$ cat config.mk
export PLATFORM = sky130hd
export DESIGN_NAME = tmr_irq_bank
export DESIGN_NICKNAME = d
export VERILOG_FILES = /design/src/rtl/tmr_pkg.sv /design/src/rtl/tmr_channel.sv /design/src/rtl/tmr_irq_agg.sv /design/src/rtl/tmr_irq_bank.sv
export SDC_FILE = /design/constraint.sdc
export NUM_CORES = 1
export LEC_CHECK = 0
export BUFFER_PORTS_ARGS = -buffer_cell sky130_fd_sc_hd__buf_2
export CORE_AREA = 2 2 177 179
export CTS_CLUSTER_DIAMETER = 60
export DETAILED_ROUTE_END_ITERATION = 16
export DIE_AREA = 0 0 179 181
export SYNTH_ARGS = -nofsm -noshare
export SYNTH_HDL_FRONTEND = slang
export SYNTH_SLANG_ARGS = --single-unit
$ cat constraint.sdc
create_clock -name clk -period 3.2 [get_ports clk]
set_input_delay 0.16 -clock clk [delete_from_list [all_inputs] [get_ports clk]]
set_output_delay 0.16 -clock clk [all_outputs]
set_load 0.05 [all_outputs]
$ cat src/rtl/tmr_pkg.sv
package tmr_pkg;
  localparam int CNT_W = 30;

  typedef struct packed {
    logic             en;
    logic             rearm;
    logic [CNT_W-1:0] target;
  } ctl_t;

  function automatic logic [31:0] lane_merge(input logic [31:0] old_v,
                                             input logic [31:0] new_v,
                                             input logic [3:0]  be);
    logic [31:0] r;
    for (int b = 0; b < 32; b++) r[b] = be[b/8] ? new_v[b] : old_v[b];
    return r;
  endfunction
endpackage

$ cat src/rtl/tmr_channel.sv
module tmr_channel
  import tmr_pkg::*;
(
  input  logic             clk,
  input  logic             rst_n,
  input  logic             ctl_wr,
  input  ctl_t             ctl_wval,
  input  logic             cnt_wr,
  input  logic [CNT_W-1:0] cnt_wval,
  output ctl_t             ctl_q,
  output logic [CNT_W-1:0] cnt_q,
  output logic             hit_o
);
  assign hit_o = ctl_q.en && (cnt_q == ctl_q.target);

  always_ff @(posedge clk) begin
    if (!rst_n)                       ctl_q <= '0;
    else if (ctl_wr)                  ctl_q <= ctl_wval;
    else if (hit_o && !ctl_q.rearm)   ctl_q.en <= 1'b0;
  end

  always_ff @(posedge clk) begin
    if (!rst_n)          cnt_q <= '0;
    else if (cnt_wr)     cnt_q <= cnt_wval;
    else if (hit_o) begin
      if (ctl_q.rearm)   cnt_q <= '0;
    end
    else if (ctl_q.en)   cnt_q <= cnt_q + 1'b1;
  end

  p_count_step_r3: assert property (@(posedge clk) disable iff (!rst_n)
    (ctl_q.en && !hit_o && !cnt_wr) |=> (cnt_q == CNT_W'($past(cnt_q) + 1'b1)));

  p_rearm_wrap_r4: assert property (@(posedge clk) disable iff (!rst_n)
    (hit_o && ctl_q.rearm && !cnt_wr) |=> (cnt_q == '0));

  p_oneshot_stop_r5: assert property (@(posedge clk) disable iff (!rst_n)
    (hit_o && !ctl_q.rearm && !ctl_wr && !cnt_wr) |=> (!ctl_q.en && $stable(cnt_q)));

  p_idle_hold_r12: assert property (@(posedge clk) disable iff (!rst_n)
    (!ctl_q.en && !cnt_wr) |=> $stable(cnt_q));
endmodule

$ cat src/rtl/tmr_irq_agg.sv
module tmr_irq_agg #(
  parameter int NUM_TMR = 3
) (
  input  logic               clk,
  input  logic               rst_n,
  input  logic               en_wr,
  input  logic [NUM_TMR-1:0] en_wval,
  input  logic               clr_wr,
  input  logic [NUM_TMR:0]   clr_mask,
  input  logic [NUM_TMR-1:0] hit,
  input  logic               wdog_in,
  output logic [NUM_TMR-1:0] en_q,
  output logic [NUM_TMR:0]   st_q,
  output logic               irq_o
);
  localparam int WD_BIT = NUM_TMR;

  logic             wd_q;
  logic             wd_rise;
  logic [NUM_TMR:0] set_v;

  assign wd_rise = wdog_in && !wd_q;
  assign set_v   = {wd_rise, hit};

  always_ff @(posedge clk) begin
    if (!rst_n) begin
      en_q <= '0;
      wd_q <= 1'b0;
    end else begin
      wd_q <= wdog_in;
      if (en_wr) en_q <= en_wval;
    end
  end

  for (genvar b = 0; b <= NUM_TMR; b++) begin : g_st
    always_ff @(posedge clk) begin
      if (!rst_n)                      st_q[b] <= 1'b0;
      else if (set_v[b])               st_q[b] <= 1'b1;
      else if (clr_wr && clr_mask[b])  st_q[b] <= 1'b0;
    end

    p_set_wins_r10: assert property (@(posedge clk) disable iff (!rst_n)
      set_v[b] |=> st_q[b]);

    p_w1c_r6: assert property (@(posedge clk) disable iff (!rst_n)
      (clr_wr && clr_mask[b] && !set_v[b]) |=> !st_q[b]);
  end

  always_ff @(posedge clk) begin
    if (!rst_n) irq_o <= 1'b0;
    else        irq_o <= (|(st_q[NUM_TMR-1:0] & en_q)) || st_q[WD_BIT];
  end

  p_wdog_unmasked_r9: assert property (@(posedge clk) disable iff (!rst_n)
    st_q[WD_BIT] |=> irq_o);

  p_irq_quiet_r7: assert property (@(posedge clk) disable iff (!rst_n)
    (!(|(st_q[NUM_TMR-1:0] & en_q)) && !st_q[WD_BIT]) |=> !irq_o);

  p_level_no_reset_r8: assert property (@(posedge clk) disable iff (!rst_n)
    (wd_q && wdog_in) |-> !wd_rise);
endmodule

$ cat src/rtl/tmr_irq_bank.sv
module tmr_irq_bank
  import tmr_pkg::*;
#(
  parameter int NUM_TMR = 3,
  parameter int WORD_W  = 4
) (
  input  logic              clk,
  input  logic              rst_n,
  input  logic [WORD_W-1:0] bus_word,
  input  logic              bus_wr,
  input  logic [3:0]        bus_be,
  input  logic [31:0]       bus_wdata,
  output logic [31:0]       bus_rdata,
  input  logic              wdog_warn_i,
  output logic              irq_o
);
  localparam int CTL_BASE = 1;
  localparam int CNT_BASE = CTL_BASE + NUM_TMR;
  localparam int EN_LSB   = 16;
  localparam int ST_LSB   = 24;

  ctl_t             ctl_q   [NUM_TMR];
  logic [CNT_W-1:0] cnt_q   [NUM_TMR];
  logic [NUM_TMR-1:0] ctl_wr, cnt_wr, hit;
  logic [NUM_TMR-1:0] en_q;
  logic [NUM_TMR:0]   st_q;
  logic               ctl_page, en_wr, clr_wr;

  assign ctl_page = bus_wr && (bus_word == '0);
  assign en_wr    = ctl_page && bus_be[EN_LSB/8];
  assign clr_wr   = ctl_page && bus_be[ST_LSB/8];

  for (genvar i = 0; i < NUM_TMR; i++) begin : g_tmr
    ctl_t             ctl_mrg;
    logic [31:0]      cnt_full;
    logic [CNT_W-1:0] cnt_mrg;

    assign ctl_wr[i] = bus_wr && (|bus_be) && (bus_word == WORD_W'(CTL_BASE + i));
    assign cnt_wr[i] = bus_wr && (|bus_be) && (bus_word == WORD_W'(CNT_BASE + i));
    assign ctl_mrg   = ctl_t'(lane_merge(ctl_q[i], bus_wdata, bus_be));
    assign cnt_full  = lane_merge({{(32-CNT_W){1'b0}}, cnt_q[i]}, bus_wdata, bus_be);
    assign cnt_mrg   = cnt_full[CNT_W-1:0];

    tmr_channel u_ch (
      .clk      (clk),
      .rst_n    (rst_n),
      .ctl_wr   (ctl_wr[i]),
      .ctl_wval (ctl_mrg),
      .cnt_wr   (cnt_wr[i]),
      .cnt_wval (cnt_mrg),
      .ctl_q    (ctl_q[i]),
      .cnt_q    (cnt_q[i]),
      .hit_o    (hit[i])
    );
  end

  tmr_irq_agg #(.NUM_TMR(NUM_TMR)) u_agg (
    .clk      (clk),
    .rst_n    (rst_n),
    .en_wr    (en_wr),
    .en_wval  (bus_wdata[EN_LSB +: NUM_TMR]),
    .clr_wr   (clr_wr),
    .clr_mask (bus_wdata[ST_LSB +: NUM_TMR+1]),
    .hit      (hit),
    .wdog_in  (wdog_warn_i),
    .en_q     (en_q),
    .st_q     (st_q),
    .irq_o    (irq_o)
  );

  always_comb begin
    bus_rdata = '0;
    if (bus_word == '0) begin
      bus_rdata[EN_LSB +: NUM_TMR]   = en_q;
      bus_rdata[ST_LSB +: NUM_TMR+1] = st_q;
    end
    for (int i = 0; i < NUM_TMR; i++) begin
      if (bus_word == WORD_W'(CTL_BASE + i)) bus_rdata = ctl_q[i];
      if (bus_word == WORD_W'(CNT_BASE + i)) bus_rdata[CNT_W-1:0] = cnt_q[i];
    end
  end

  p_rd_hi_zero_r3: assert property (@(posedge clk) disable iff (!rst_n)
    (bus_word >= WORD_W'(CNT_BASE) && bus_word < WORD_W'(CNT_BASE + NUM_TMR))
      |-> (bus_rdata[31:CNT_W] == '0));

  p_lane_keep_r11: assert property (@(posedge clk) disable iff (!rst_n)
    (ctl_wr[0] && !bus_be[3]) |=> (ctl_q[0].en == $past(ctl_q[0].en) || $past(hit[0])));
endmodule

; After elaboration in Yosys (flattened, before gate mapping)
; Index checks and enable logic that the tools add are counted.
[totals]
elab_cells = 199
reg_bits = 195
output_inout_bits = 33
in_bits = 44
[op_classes]
reduce_logical = 66
add_sub_neg = 3
n_bitwise = 1
eq_ne = 27
muxes = 65
[ops]
columns = operator, count
row1 = $mux 30, 15
row2 = $mux 32, 3
row3 = $add 30x1->30 const B, 3
row4 = $eq 30x30->1, 3
row5 = $mux 1, 45
row6 = $reduce_and 3->1, 12
row7 = $ne 2x2->1 const B, 15
row8 = $reduce_and 2->1, 15
row9 = $logic_and 1x1->1, 21
row10 = $reduce_bool 2->1, 7
row11 = $eq 4x3->1 const B, 3
row12 = $ne 3x1->1 const B, 3
row13 = $reduce_bool 3->1, 3
row14 = $eq 4x2->1 const B, 2
row15 = $eq 4x1->1 const B, 1
row16 = $logic_not 1->1, 4
row17 = $logic_not 4->1, 1
row18 = $mux 4, 1
row19 = $reduce_or 4->1, 1
row20 = $and 3x3->3, 1
row21 = $mux 3, 1
row22 = $reduce_or 3->1, 1
row23 = $logic_or 1x1->1, 1

; Depth between registers and ports, before layout
; Gate-level depths: netlist of the first run.
[depth]
ltp_word = 8
mapped_depth = 11

; By module
; A second synthesis of the first run with hierarchy kept.
[hier_totals]
cells_unflattened = 1971
hier_area_um2 = 14811.7
[modules_own_cells]
columns = module, cells_per_inst, area_each_um2, seq_area_each_um2, n_inst
row1 = tmr_channel, 404, 3550.9, 1241.2, 3
row2 = tmr_irq_bank, 731, 3837.4, 0.0, 1
row3 = tmr_irq_agg, 28, 321.6, 180.2, 1

; Least setup slack after synthesis of the first run
; No wires, ideal clock.
[synth_path]
path_type = input-to-output
from = input bus_word[3]
to = output bus_rdata[15]
slack_ps = 783
cell_stages = 9
t_arrival_ps = 2257
required_time_ps = 3040
path_buffers = 2
path_cell_list = or2_2 > clkbuf_1 > nor3b_1 > clkbuf_1 > a22o_1 > a211oi_1 > a21oi_1 > a211oi_1 > a21oi_1
[synth_between]
elab_chain_cells = 7
elab_cells_between_ends = 12
classes_between = 6 x eq/ne / 6 x mux
[synth_lines]
columns = element, line
row1 = from (decl), tmr_irq_bank.sv:9  ; input logic [WORD_W-1:0] bus_word,
row2 = $eq 4x1->1, tmr_irq_bank.sv:78  ; if (bus_word == WORD_W'(CTL_BASE + i)) bus_rdata = ctl_q[i];
row3 = $mux 32, tmr_irq_bank.sv:78
row4 = $mux 30, tmr_irq_bank.sv:79  ; if (bus_word == WORD_W'(CNT_BASE + i)) bus_rdata[CNT_W-1:0] = cnt_q[i];
row5 = $mux 32, tmr_irq_bank.sv:78
row6 = $mux 30, tmr_irq_bank.sv:79
row7 = $mux 32, tmr_irq_bank.sv:78
row8 = $mux 30 (*), tmr_irq_bank.sv:79
row9 = to (decl), tmr_irq_bank.sv:13  ; output logic [31:0] bus_rdata,
; Every way passes the cells marked *; elsewhere a longest branch is shown, timed or not.

; Worst setup path after layout of the first run
[layout_path]
from = register g_tmr[2].u_ch.cnt_q[27]
to = register g_tmr[2].u_ch.cnt_q[0]
[layout_between]
elab_chain_cells = 4
elab_cells_between_ends = 7
classes_between = 2 x eq/ne / 2 x mux / 3 x reduce/logical
[layout_lines]
columns = element, line
row1 = from (decl), tmr_channel.sv:11  ; output logic [CNT_W-1:0] cnt_q,
row2 = from (signal assigned), tmr_channel.sv:24  ; else if (cnt_wr) cnt_q <= cnt_wval;
row3 = from (signal assigned), tmr_channel.sv:28  ; else if (ctl_q.en) cnt_q <= cnt_q + 1'b1;
row4 = $eq 30x30->1 (*), tmr_channel.sv:14  ; assign hit_o = ctl_q.en && (cnt_q == ctl_q.target);
row5 = $logic_and 1x1->1 (*), tmr_channel.sv:14
row6 = $ne 3x1->1 (no source line) (tied with other cells), --
row7 = $reduce_and 3->1 (no source line) or $mux 30 (tied branches), --
; Marked as above.
; A chain may end at the register's enable or synchronous reset.

==> metrics.md, run 1 <==
| Metric | Value |
|---|---|
| Post-synthesis register bit count | 195 |
| Die Ht | 181 um |
| First-pass GRT wire length | 75,500 um |
| TritonCTS clock tree | yes |
| Worst Hold Class | input pin to flip-flop |
| Syn avg cell area | about 7.4 um^2 |
| GRT Residual Overflow | 0 |
| Final slew viol count | 0 |
| Starting density of the core | 0.398 |
| Core area | 30,300 um^2 |
| Initial antenna violation count | 0 |
| DR pass1 iterations | 6 |
| Tmin final | 2930 ps |
| PD cells | between 300 and 400 nW/um^2 |
| Total track usage | 0.312 |
| Die ar. | 32,400 um^2 |
| Antenna-violating nets left | 0 |
| Vias | approximately 13,000 |
| Layout cells sized above 1 | 0.129 |
| Post-Route WL | 50,800 um |
| Yosys top cell area share | 0.324 |
| Vias in the first global route | 11,700 |
| Critical path's slowest cell | o31ai_2 |
| Post CTS Setup Buffer Count | 0 |
| Worst-path clk slew | 80 ps |
| RSZ-0062 raised after global routing | false |
| CTS Buf Count | 17 |
| Critical path peak fanout | 16 |
| Leak | 0.00439 uW |
| Post-synthesis cell type count | 72 |
| Final net count | ~1,700 |
| Area leader, netlist | dfxtp_1 |
| I/O Pins | 77 |
| Commonest cells post-synth | nand2_1 (319), dfxtp_1 (195), a21oi_1 (182) |
| Per-cell routed wire length | 24.6 um |
| Critical Path Max Stage Delay | 960 ps |
| Post-synth net total | between 1,500 and 2,000 |
| Die Wd | about 180 um |
| Syn Inst Count | 1,625 |
| Cell Rows | 64 |
| Clock Latency Late Sink | 470 ps |
| Placed inst area | 13,000 um^2 |
| Req. time, crit path | 3580 ps |
| Post-DP HPWL | between 30,000 and 40,000 um |
| Port buffer count | 76 |
| Final Hold Fails | 0 |
| Max-Cap Viols | 0 |
| Worst slack, placed | 338 ps |
| Period utilization | 0.916 |
| # fillers | 3,043 |
| Nature of the critical path startpoint | flip-flop |
| Worst-path cell chain | xnor2_1 -> nand4_1 -> nor4_1 -> nand2_1 -> o31ai_2 -> a221oi_1 -> a211oi_1 |
| CP arrival | 3310 ps |
| Worst vdd ir | 0.000395 V |
| Final setup violation count | 0 |
| Total Power | roughly 5400 uW |
| Hold WS | 26.7 ps |
| Largest net degree at the start of global routing | 90 |
| Crit. End Element | flip-flop |
| Number of DRC markers in iteration 0 | between 1,500 and 2,000 |
| WS Path Type | flip-flop to flip-flop |
| Area grow syn2layout | 13.4% |
| Worst setup margin | 268 ps |
| Num Clock Sinks | 195 |
| H-Tree Depth | 4 |
| Post-synth EDFFs | 0 |
| Setup TNS | 0 ps |
| Vias per cell | 6.35 |
| Buf+Inv Stages, Crit Path | 0 |
| Number of remaining DRC errors | 0 |
| Status | finished, final reports clean |
| Delay-heaviest family, CP | compound AO/OA/AOI/OAI gates |
| Seq/Total Area, Yosys | 0.324 |
| Clock skew | 11.5 ps |
| Post-synth top flop | dfxtp_1 |
| Worst Max-Slew Pin Slew | approximately 1200 ps |
| Design area | 13,700 um^2 |
| Clk buf depth | 2 |
| Synthesized area | around 12,000 um^2 |
| Area contributors post-synth | dfxtp_1 (32%), nand2_1 (9.9%), a21oi_1 (7.5%) |
| Ys async rst share | 0 |
| Count leader, synth | nand2_1 |
| # diodes | 0 |
| Yosys warns | 0 |
| Slew Limit Headroom | 0.223 |
| GPL Wtd Cong | 0.983 |
| Fmax | 341 MHz |
| Root Driver | clkbuf_16 |
registers in the layout, summed over array words and instances, names as in the netlist:
name / flops
u_agg.st_q: 4
g_tmr.u_ch.cnt_q: 90
g_tmr.u_ch.ctl_q: 96
u_agg.wd_q: 1
u_agg.irq_o: 1
u_agg.en_q: 3
path summary, 6_finish.rpt:
kind	slack [ps]	cells after the start	start	endpoint
min	30	3	bus_wdata[3]	g_tmr[1].u_ch.ctl_q[3]
min reg2reg	490	2	g_tmr[2].u_ch.ctl_q[18]	g_tmr[2].u_ch.ctl_q[18]
max reg2reg	270	7	g_tmr[2].u_ch.cnt_q[27]	g_tmr[2].u_ch.cnt_q[0]
max	270	7	g_tmr[2].u_ch.cnt_q[27]	g_tmr[2].u_ch.cnt_q[0]
metal layers:
layer / global-route usage / part of all wire / up-vias
met4: 0.105 / 0.028 / 0
met2: 0.463 / 0.44 / 703
met5: 0 / 0 / -
met1: 0.461 / 0.45 / 6331
met3: 0.0423 / 0.087 / 84
li1: - / - / 6002
worst reg2reg max path, delay by kind of cell (launching register included):
kind | cells | cell delay [ps]
DFF | 1 | 380
and+or+nand+nor | 3 | 690
AOI/OAI and AO/OA | 3 | 1330
xor gates and xnor gates | 1 | 460
power by group:
group	internal [uW]	leakage, uW	total, uW	switching [uW]
clock	1420	0.000314	2510	1080
combinational	120	0.00251	443	323
sequential	2450	0.00157	2480	31.6
total	3990	0.00439	5430	1440
cells in the final DEF, fill, tap and decap left out, types with 6 or more instances in the layout:
cell type,Yosys,final
a21oi_1,182,181
nor4_1,16,16
nand3_1,81,81
and2_1,11,11
clkbuf_16,0,17
a22oi_1,97,97
a32oi_1,8,8
o32ai_1,34,34
nor2_1,88,88
a222oi_1,7,7
buf_4,1,69
o211ai_1,12,12
or4_1,8,8
o21ai_0,21,20
buf_2,32,76
dfxtp_1,195,195
xnor2_1,104,104
inv_1,28,28
and3_1,17,17
xor2_1,6,6
a211oi_1,17,17
nor3_1,38,38
nand2_1,319,319
o31ai_1,13,13
a32o_1,7,7
a221oi_1,16,16
nand4_1,64,64
logic make-up (layout without fill, tap and decap cells):
group,after synthesis,after routing,share of synthesized area
buf+inv,166,212,0.0574
flops,195,195,0.324
compound gates,464,464,0.264
fa+ha+maj,3,3,0.00311
mux,6,6,0.00519
xor+xnor,114,114,0.0852
simple gates,677,677,0.261
per-stage QoR:
step                cells  utilization
CTS                  2067        0.451
finish               2067        0.451
floorplan            1625            -
global route         2067        0.451
detailed placement   2033        0.428
global placement     2033        0.428
final cells by class:
type                            instances  area, um^2  share of cell area
Timing Repair Buffer                  151         998              0.0730
Multi-Input combinational cell       1264        7500               0.549
Clock buffer                           18         439              0.0321
Inverter                               29         114             0.00832
Clock inverter                         14         225              0.0165
Sequential cell                       195        3900               0.285
Tap cell                              396         495              0.0362
repair_timing:
action,in CTS,in global routing
gates resized for setup,0,0
endpoints found under the hold margin,4,0
hold buffers,2,0
setup endpoints to repair,0,0
Power figures use the tool's default switching activity.
==> inputs of run 2 (changes only) <==
--- a/config.mk
+++ b/config.mk
@@ -7,8 +7,10 @@
 export LEC_CHECK = 0
 export BUFFER_PORTS_ARGS = -buffer_cell sky130_fd_sc_hd__buf_2
-export CORE_AREA = 2 2 177 179
+export CORE_AREA = 2 2 143 145
 export CTS_CLUSTER_DIAMETER = 60
+export CTS_CLUSTER_SIZE = 20
 export DETAILED_ROUTE_END_ITERATION = 16
-export DIE_AREA = 0 0 179 181
+export DIE_AREA = 0 0 145 147
+export PLACE_DENSITY = 0.8
 export SYNTH_ARGS = -nofsm -noshare
 export SYNTH_HDL_FRONTEND = slang
==> constraint.sdc (replaced) <==
create_clock -name clk -period 3.2 [get_ports clk]
set_input_delay 0.64 -clock clk [delete_from_list [all_inputs] [get_ports clk]]
set_output_delay 0.64 -clock clk [all_outputs]
set_load 0.05 [all_outputs]
==> metrics.md, run 2 (synthesis results as in run 1) <==
| Metric | Value |
|---|---|
| Placed inst area | 13,000 um^2 (+0.13%) |
| Met2 wire length | 20,500 um (-7.5%) |
| Clock Latency Late Sink | 450 ps (-20 ps) |
| Worst-path clk slew | 80 ps (about the same) |
| Post CTS Setup Buffer Count | 0 (unchanged) |
| Worst vdd ir | 0.000354 V (-11%) |
| Final Hold Fails | 0 (unchanged) |
| Nature of the critical path startpoint | input pin |
| Total Power | 5170 uW (-4.8%) |
| Layout cells sized above 1 | 0.141 (+0.0116) |
| Initial antenna violation count | 0 (unchanged) |
| GRT Residual Overflow | 0 (unchanged) |
| Vias per cell | 7.01 (+10%) |
| DRT met1 WL | 18,500 um (-19%) |
| # diodes | 0 (unchanged) |
| Final net count | 1,724 (+1.1%) |
| Vias | 13,700 (+4.7%) |
| Top Layer Used | met4 |
| TritonCTS clock tree | yes |
| Crit. End Element | output port |
| WS Path Type | input pin to output port |
| Die ar. | 21,300 um^2 (-34%) |
| Die Ht | 147 um (-19%) |
| Tmin final | 3120 ps (+187 ps) |
| Setup TNS | 0 ps (unchanged) |
| CP arrival | 2480 ps (-830 ps) |
| Antenna-violating nets left | 0 (unchanged) |
| Root Driver | clkbuf_16 |
| Critical path peak fanout | 8 (-8) |
| Worst Hold Class | input pin to flip-flop |
| Largest register FFs | 96 (unchanged) |
| Cts hold-fix bufs | 0 (-2) |
| Clk buf depth | 2 (unchanged) |
| Total track usage | 0.444 (+0.132) |
| First-pass GRT wire length | 73,100 um (-3.2%) |
| Worst setup margin | 81.1 ps (-187 ps) |
| Final setup violation count | 0 (unchanged) |
| Num Clock Sinks | 195 (unchanged) |
| Core area | 19,800 um^2 (-35%) |
| Leak | 0.00447 uW (+1.7%) |
| Number of remaining DRC errors | 0 (unchanged) |
| Starting density of the core | 0.608 (+0.210) |
| Largest net degree at the start of global routing | 87 (-3.3%) |
| Period utilization | 0.975 (+0.0584) |
| Commonest non-fill, non-tap cells in the layout | nand2_1 (319), dfxtp_1 (195), a21oi_1 (180), xnor2_1 (104), a22oi_1 (97) |
| RSZ-0062 raised after global routing | false |
| Final slew viol count | 0 (unchanged) |
| Port buffer count | 76 (unchanged) |
| Cell Rows | 52 (-19%) |
| I/O Pins | 77 (unchanged) |
| DR pass1 iterations | 6 (unchanged) |
| GPL Wtd Cong | 1.03 (+5.0%) |
| Worst slack, placed | 147 ps (-191 ps) |
| Top flop regs | g_tmr.u_ch.ctl_q (96), g_tmr.u_ch.cnt_q (90), u_agg.st_q (4) |
| Req. time, crit path | 2560 ps (-1020 ps) |
| Multi-input gate area | 7510 um^2 (about the same) |
| Fmax | 321 MHz (-6.0%) |
| Top reg by flops | g_tmr.u_ch.ctl_q |
| Vias in the first global route | 12,600 (+7.1%) |
| Worst Max-Slew Pin Slew | 1210 ps (+54.3 ps) |
| Worst reg-to-reg setup slack | 220 ps (-50 ps) |
| Max-Cap Viols | 0 (unchanged) |
| Area grow syn2layout | 12.7% |
| Slew Limit Headroom | 0.185 (-0.0384) |
| # fillers | 1,717 (-44%) |
| Number of DRC markers in iteration 0 | 1,953 (+24%) |
| Post-Route WL | 49,000 um (-3.4%) |
| Status | finished, final reports clean |
| DR WL met3 | 7480 um (+70%) |
| Die Wd | 145 um (-19%) |
| Storage element area | 3900 um^2 (unchanged) |
| Per-cell routed wire length | 25.0 um (+1.9%) |
| Design area | 13,600 um^2 (-0.64%) |
| PD cells | 380 nW/um^2 (-4.2%) |
| Clock skew | 13.1 ps (+1.60 ps) |
| H-Tree Depth | 4 (unchanged) |
| Most common cell after layout, fill and taps aside | nand2_1 |
| Post-DP HPWL | 36,200 um (-5.7%) |
| CTS Buf Count | 17 (unchanged) |
run 2: per-layer routing:
| layer | vias up | global-route usage |
|---|---|---|
| li1 | 6054 | - |
| met1 | 6369 | 0.601 |
| met2 | 1121 | 0.653 |
| met3 | 190 | 0.135 |
| met4 | 0 | 0.198 |
| met5 | - | 0 |
run 2: layout make-up:
class,count,area share
flip-flops and latches,195,0.287
repair buffers,170,0.0845
well taps,270,0.0249
clock buffers,18,0.0323
inverters,29,0.00838
multi-input cells,1264,0.552
clock inverters,13,0.0103
run 2: worst paths after layout:
kind                                               from                 endpoint  cells past startpoint
worst max-delay path                        bus_word[1]            bus_rdata[15]                      9
worst max register to register   g_tmr[0].u_ch.ctl_q[7]  g_tmr[0].u_ch.cnt_q[24]                      8
worst min-delay path                        wdog_warn_i               u_agg.wd_q                      2
worst min register to register  g_tmr[2].u_ch.ctl_q[24]  g_tmr[2].u_ch.ctl_q[24]                      2
run 2: metrics by stage:
stage | utilization | std cells | hold WS [ps]
finish | 0.685 | 1959 | 394
global placement | 0.656 | 1928 | 468
CTS | 0.685 | 1959 | 403
detailed placement | 0.656 | 1928 | 477
global route | 0.685 | 1959 | 405
floorplan | - | 1625 | 449
run 2: repair_timing:
action                                  in CTS  in global routing
hold endpoints to repair                     0                  0
resized for setup                            0                  1
endpoints found under the setup margin       0                  1
run 2: worst max-delay path: stages:
cell and delay (ps):
buf_2 130, buf_4 170, nor3b_2 170, a22o_1 230, a211oi_1 360, a21oi_1 150, a211oi_1 340, a21oi_2 70
buf_2 220
run 2: where the power goes:
part / switching [uW] / total [uW] / internal (uW)
registers: 31.4 / 2480 / 2450
clock network: 1110 / 2230 / 1120
logic: 330 / 458 / 128
